**config.mk**
```make
export PLATFORM = sky130hd
export DESIGN_NAME = uart_host_bridge
export DESIGN_NICKNAME = d
export VERILOG_FILES = /design/src/rtl/uhb_pkg.sv /design/src/rtl/uhb_regfile.sv /design/src/rtl/uhb_req_chan.sv /design/src/rtl/uhb_status.sv /design/src/rtl/uart_host_bridge.sv
export SDC_FILE = /design/constraint.sdc
export NUM_CORES = 1
export LEC_CHECK = 0
export BUFFER_PORTS_ARGS = -buffer_cell sky130_fd_sc_hd__buf_2
export CORE_MARGIN = 2
export CORE_UTILIZATION = 48
export CTS_CLUSTER_SIZE = 40
export DETAILED_ROUTE_END_ITERATION = 16
export PLACE_DENSITY_LB_ADDON = 0.12
export SKIP_CTS_REPAIR_TIMING = 1
export SLEW_MARGIN = 20
export SYNTH_ARGS = -nofsm -noshare
export SYNTH_HDL_FRONTEND = slang
export SYNTH_SLANG_ARGS = --single-unit
```
**constraint.sdc**
```tcl
create_clock -name clk -period 1.6 [get_ports clk]
set_clock_uncertainty 0.2 [all_clocks]
set_input_delay 0.32 -clock clk [delete_from_list [all_inputs] [get_ports clk]]
set_output_delay 0.32 -clock clk [all_outputs]
set_load 0.005 [all_outputs]
```
**src/rtl/uhb_pkg.sv**
```systemverilog
package uhb_pkg;

    localparam int BYTE_W   = 8;
    localparam int LINE_W   = 3;
    localparam int JMP_W    = 2;

    // control register bit positions (host software decodes these)
    localparam int CMD_BIT  = 0;
    localparam int TXE_BIT  = 1;
    localparam int RXE_BIT  = 2;
    localparam int HALF_BIT = 4;
    localparam int IRST_BIT = 5;
    localparam int MIE_BIT  = 7;
    localparam int ONE_BIT  = 4;
    localparam int TXE_RB   = 0;
    localparam int RXE_RB   = 1;
    localparam int JMP_LSB  = 3;

    typedef enum logic [1:0] {
        REG_DATA  = 2'd0,
        REG_CTRL  = 2'd1,
        REG_LINE  = 2'd2,
        REG_RDREQ = 2'd3
    } reg_sel_e;

    typedef struct packed {
        logic mie;
        logic rx_ie;
        logic tx_ie;
        logic cmd_sel;
    } ctrl_t;

    function automatic logic [BYTE_W-1:0] ctrl_readback(input logic mie,
                                                        input logic rx_ie,
                                                        input logic tx_ie);
        logic [BYTE_W-1:0] b;
        b           = '0;
        b[TXE_RB]   = tx_ie;
        b[RXE_RB]   = rx_ie;
        b[ONE_BIT]  = 1'b1;
        b[MIE_BIT]  = mie;
        return b;
    endfunction

    function automatic logic [BYTE_W-1:0] line_readback(input logic [JMP_W-1:0]  jmp,
                                                        input logic [LINE_W-1:0] low);
        logic [BYTE_W-1:0] b;
        b                           = '1;
        b[JMP_LSB +: JMP_W]         = jmp;
        b[LINE_W-1:0]               = low;
        return b;
    endfunction

endpackage

```
**src/rtl/uhb_regfile.sv**
```systemverilog
module uhb_regfile
    import uhb_pkg::*;
#(
    parameter int DATA_W = BYTE_W
) (
    input  logic              clk,
    input  logic              rst,
    input  logic [1:0]        sel,
    input  logic              wr,
    input  logic              rd,
    input  logic [DATA_W-1:0] wdata,
    output ctrl_t             ctrl_q,
    output logic              half_q,
    output logic [LINE_W-1:0] line_q,
    output logic              dir_in_q,
    output logic [DATA_W-1:0] out_byte_q,
    output logic              irst,
    output logic              wr_req,
    output logic              rd_req
);

    logic wr_data, wr_ctrl, wr_line, wr_rdrq, rd_data;

    assign wr_data = wr && (sel == REG_DATA);
    assign wr_ctrl = wr && (sel == REG_CTRL);
    assign wr_line = wr && (sel == REG_LINE);
    assign wr_rdrq = wr && (sel == REG_RDREQ);
    assign rd_data = rd && (sel == REG_DATA);

    assign irst    = wr_ctrl && wdata[IRST_BIT];
    assign wr_req  = wr_data;
    assign rd_req  = wr_rdrq && dir_in_q;

    // direction survives the internal reset; only the chip reset sets it
    always_ff @(posedge clk) begin
        if (rst)          dir_in_q <= 1'b1;
        else if (wr_data) dir_in_q <= 1'b0;
        else if (rd_data) dir_in_q <= 1'b1;
    end

    always_ff @(posedge clk) begin
        if (rst || irst) begin
            ctrl_q     <= '0;
            half_q     <= 1'b0;
            line_q     <= '0;
            out_byte_q <= '0;
        end else begin
            if (wr_ctrl) begin
                ctrl_q.cmd_sel <= wdata[CMD_BIT];
                ctrl_q.tx_ie   <= wdata[TXE_BIT];
                ctrl_q.rx_ie   <= wdata[RXE_BIT];
                ctrl_q.mie     <= wdata[MIE_BIT];
            end
            if (wr_line) begin
                half_q <= wdata[HALF_BIT];
                line_q <= wdata[LINE_W-1:0];
            end
            if (wr_data) out_byte_q <= wdata;
        end
    end

endmodule

```
**src/rtl/uhb_req_chan.sv**
```systemverilog
module uhb_req_chan #(
    parameter int W = 8
) (
    input  logic         clk,
    input  logic         rst,
    input  logic         clr,
    input  logic         set,
    input  logic         ready,
    input  logic         bypass,
    input  logic [W-1:0] d,
    output logic         pend_q,
    output logic         stb_q,
    output logic [W-1:0] q
);

    logic go;
    assign go = pend_q && (ready || bypass);

    always_ff @(posedge clk) begin
        if (rst || clr) begin
            pend_q <= 1'b0;
            stb_q  <= 1'b0;
            q      <= '0;
        end else begin
            stb_q <= go;
            if (go) q <= d;
            if (set)     pend_q <= 1'b1;
            else if (go) pend_q <= 1'b0;
        end
    end

endmodule

```
**src/rtl/uhb_status.sv**
```systemverilog
module uhb_status
    import uhb_pkg::*;
#(
    parameter int DATA_W = BYTE_W
) (
    input  logic [1:0]        sel,
    input  logic              mie,
    input  logic              tx_ie,
    input  logic              rx_ie,
    input  logic              wr_pend,
    input  logic              rd_pend,
    input  logic              init_done,
    input  logic              txrdy,
    input  logic [DATA_W-1:0] in_byte,
    input  logic [LINE_W-1:0] line_q,
    input  logic [JMP_W-1:0]  jmp,
    input  logic              dcd,
    input  logic              ri,
    input  logic              loop_en,
    output logic              ready,
    output logic              irq,
    output logic [DATA_W-1:0] rdata
);

    logic [LINE_W-1:0] low_bits;

    assign ready = init_done && (!wr_pend || tx_ie) && (!rd_pend || rx_ie);
    assign irq   = mie && ((tx_ie && txrdy) || (rx_ie && !rd_pend));

    always_comb begin
        low_bits = '0;
        if (loop_en) begin
            low_bits = line_q;
        end else begin
            low_bits[0] = ~dcd;
            low_bits[1] = ~ri;
        end
    end

    always_comb begin
        unique case (sel)
            REG_DATA: rdata = in_byte;
            REG_CTRL: rdata = DATA_W'(ctrl_readback(mie, rx_ie, tx_ie));
            REG_LINE: rdata = DATA_W'(line_readback(jmp, low_bits));
            default:  rdata = '0;
        endcase
    end

endmodule

```
**src/rtl/uart_host_bridge.sv**
```systemverilog
module uart_host_bridge
    import uhb_pkg::*;
#(
    parameter int DATA_W = BYTE_W
) (
    input  logic                 clk,
    input  logic                 rst,
    input  logic [1:0]           hst_sel,
    input  logic                 hst_wr,
    input  logic                 hst_rd,
    input  logic [DATA_W-1:0]    hst_wdata,
    output logic [DATA_W-1:0]    hst_rdata,
    output logic                 hst_ready,
    output logic                 hst_irq,
    input  logic                 init_done,
    input  logic                 uart_txrdy,
    input  logic                 uart_rxrdy,
    input  logic [DATA_W-1:0]    uart_rdata,
    output logic                 uart_cd,
    output logic                 uart_wr_stb,
    output logic                 uart_rd_stb,
    output logic [DATA_W-1:0]    uart_wdata,
    input  logic                 mdm_dcd,
    input  logic                 mdm_ri,
    input  logic [JMP_W-1:0]     jmp_cfg,
    input  logic                 loop_en,
    output logic                 half_rate,
    output logic [LINE_W-1:0]    line_out
);

    ctrl_t             ctrl_q;
    logic              dir_in_q;
    logic [DATA_W-1:0] out_byte_q;
    logic [DATA_W-1:0] in_byte_q;
    logic              irst, wr_req, rd_req;
    logic              wr_pend_q, rd_pend_q;

    uhb_regfile #(.DATA_W(DATA_W)) u_regs (
        .clk        (clk),
        .rst        (rst),
        .sel        (hst_sel),
        .wr         (hst_wr),
        .rd         (hst_rd),
        .wdata      (hst_wdata),
        .ctrl_q     (ctrl_q),
        .half_q     (half_rate),
        .line_q     (line_out),
        .dir_in_q   (dir_in_q),
        .out_byte_q (out_byte_q),
        .irst       (irst),
        .wr_req     (wr_req),
        .rd_req     (rd_req)
    );

    // outbound: host byte -> UART
    uhb_req_chan #(.W(DATA_W)) u_wr_chan (
        .clk    (clk),
        .rst    (rst),
        .clr    (irst),
        .set    (wr_req),
        .ready  (uart_txrdy),
        .bypass (ctrl_q.cmd_sel),
        .d      (out_byte_q),
        .pend_q (wr_pend_q),
        .stb_q  (uart_wr_stb),
        .q      (uart_wdata)
    );

    // inbound: UART byte -> host
    uhb_req_chan #(.W(DATA_W)) u_rd_chan (
        .clk    (clk),
        .rst    (rst),
        .clr    (irst),
        .set    (rd_req),
        .ready  (uart_rxrdy),
        .bypass (ctrl_q.cmd_sel),
        .d      (uart_rdata),
        .pend_q (rd_pend_q),
        .stb_q  (uart_rd_stb),
        .q      (in_byte_q)
    );

    uhb_status #(.DATA_W(DATA_W)) u_status (
        .sel       (hst_sel),
        .mie       (ctrl_q.mie),
        .tx_ie     (ctrl_q.tx_ie),
        .rx_ie     (ctrl_q.rx_ie),
        .wr_pend   (wr_pend_q),
        .rd_pend   (rd_pend_q),
        .init_done (init_done),
        .txrdy     (uart_txrdy),
        .in_byte   (in_byte_q),
        .line_q    (line_out),
        .jmp       (jmp_cfg),
        .dcd       (mdm_dcd),
        .ri        (mdm_ri),
        .loop_en   (loop_en),
        .ready     (hst_ready),
        .irq       (hst_irq)
        ,.rdata    (hst_rdata)
    );

    assign uart_cd = ctrl_q.cmd_sel;

endmodule

```
==> flow_metrics.tcl <==
set metrics [dict create \
    rsz0062_at_grt "yes" \
    rows 20 \
    grt_pass1_wl_um 5250 \
    yosysSeqAreaShare_pct 47.78 \
    p_leak_nw 1.044 \
    synth_edf_count 0 \
    finalMaxSlewViolations 0 \
    hpwl_um 2561 \
    clkTransAtPathRegs_ns 0.11 \
    netlist_area_mm2 0.001550 \
    total_power_w 0.001636 \
    yosysWarnings 0 \
    power_density_mw_per_mm2 827.1 \
    cts_tree "yes" \
    cts.sinks 37 \
    setup_violations 2 \
    routed_wl_um 3384 \
    grt_pass1_vias 1210 \
    antenna_cells 0 \
    clkLatencyLatePin_ns 0.35 \
    clk_path_buf_depth 2 \
    ys_ff_latch 37 \
    fin_hold_ws_ns 0.002107 \
    io_buffers 54 \
    grt_start_max_net_pins 30 \
    worst_slack_ns -0.02083 \
    pre_cts_ws_ns 0.04285 \
    crit_fanout 4 \
    num_io_pins 55 \
    hold_class "input port to register" \
    hold_viol 0 \
    status "finished with violations" \
    worst_setup_path_start_kind "register" \
    slew_headroom_pct 80.29 \
    async_flop_share_pct 0 \
    place.gp.congestion 0.7887 \
    synth_flop_cell "dfxtp_1" \
    die-area_mm2 0.003700 \
    tightest_slew_ns 0.2956 \
    drc 0 \
    critical_path_arrival_ns 1.10 \
    drt_first_iter_violations 62 \
    vias 1307 \
    criticalPathCategory "register to output port" \
    timing.reg2reg.setup_slack_ns 0.25 \
    ant_nets 0 \
    min_period_over_period_pct 101.3 \
    nNetsFinal 251 \
    ir_drop_mv 0.6269 \
    synthCells 159 \
    h-tree-depth 2 \
    clockRootBuffer "clkbuf_4" \
    die_x_um 60.83 \
    wl_per_cell_um 12.72 \
    yosys-top-cells-area "dfxtp_1, mux2i_1, nor2_1, a21oi_1, buf_6" \
    fmax_mhz 617.0 \
    synth_top_area_cell "dfxtp_1" \
    area_growth_pct 27.60 \
    grt_overflow 0 \
    violations "setup timing" \
    drive_above_1_share_pct 36.94 \
    critPathCaptureType "output port" \
    fp.dieH_um 60.83 \
    antenna_found_initial 0 \
    via_per_inst 4.914 \
    period_minus_slack_ns 1.621 \
    cap_violations 0 \
    first_pass_iters 4 \
    avgSynthCellArea_um2 9.750 \
    start_util_pct 50.78 \
    yosysMostFrequentCell "nor2_1" \
    cp.required_ns 1.08 \
    syn-num-nets 189 \
    gr-usage-all-layers_pct 19.76 \
    synth.distinct_cells 23 \
    cts_buffers 5 \
    synthTopCellsByCount "nor2_1, dfxtp_1, mux2i_1, a21oi_1" \
    core_mm2 0.003053 \
    yosys.area.top_type_share_pct 47.78 \
]
area by class of cell:
type                            instances  area, um2
Fill cell                             274       1075
Sequential cell                        37      752.0
Clock buffer                            5      37.54
Clock inverter                          3      17.52
Tap cell                               44      55.05
Multi-Input combinational cell        109      729.5
Inverter                                3      11.26
Timing Repair Buffer                   65      375.4
cells in the final DEF, fill, tap and decap left out, types with 2 or more instances in the layout:
cell type,netlist,layout
clkbuf_4,0,5
dfxtp_1,37,30
buf_4,1,6
nor3_1,2,2
buf_2,4,54
nand2b_1,4,4
o21ai_1,0,2
clkinv_2,0,2
a21oi_1,9,8
nor2_1,44,44
o22ai_1,2,2
mux2i_1,35,35
inv_1,3,2
dfxtp_2,0,6
dlygate4sd3_1,0,4
critical path, stage by stage (launching register included):
cell     delay, ns
dfxtp_4       0.37
mux2i_1       0.14
o22ai_1       0.09
buf_2         0.15
per-stage QoR:
| stage | TNS, ns | area [um2] | utilization [%] | cells |
|---|---|---|---|---|
| 2_1_floorplan | 0 | 1550 | - | 159 |
| 3_3_place_gp | 0 | 1863 | 61.02 | 254 |
| 3_5_place_dp | 0 | 1863 | 61.02 | 254 |
| 4_1_cts | -0.2203 | 1918 | 62.83 | 262 |
| 5_1_grt | -0.3810 | 1978 | 64.80 | 266 |
| 6_report | -0.03429 | 1978 | 64.80 | 266 |
cells by family after synthesis:
kind of cell | count (synthesis) | synth area share (%)
buffers and inverters | 13 | 5.730
multiplexers | 35 | 22.60
flip-flops | 37 | 47.78
AND/OR/NAND/NOR | 57 | 17.03
AO/OA/AOI/OAI | 17 | 6.860
state kept, by name (all words and copies together) (netlist names):
| register | flops |
|---|---|
| u_rd_chan.pend_q | 1 |
| u_regs.out_byte_q | 8 |
| u_regs.ctrl_q | 4 |
| u_wr_chan.pend_q | 1 |
| u_regs.half_q | 1 |
| u_regs.dir_in_q | 1 |
| u_wr_chan.q | 8 |
| u_rd_chan.q | 8 |
| u_regs.line_q | 3 |
| u_wr_chan.stb_q | 1 |
| u_rd_chan.stb_q | 1 |
metal layers:
layer,vias up,GRT usage [%],part of all wire [%]
met5,-,0,0
met3,6,7.249,5.9
met2,37,35.79,48
met4,0,6.522,1.3
li1,656,-,-
met1,608,21.20,45
path summary, 6_finish.rpt:
path	to	start	cells after the start
setup reg to reg	u_rd_chan.q[6]	u_regs.ctrl_q[0]	4
hold / removal	u_rd_chan.q[5]	uart_rdata[5]	3
hold reg to reg	u_rd_chan.pend_q	u_regs.dir_in_q	2
setup / recovery	hst_rdata[1]	u_regs.ctrl_q[2]	3
power by group:
part	leakage, nW	switching, W	internal [W]
Clock	0.0310	0.000317	0.000165
Sequential	0.303	0.0000141	0.000941
Combinational	0.709	0.0000973	0.000102
Note: power is estimated with default switching activity, not from simulation.
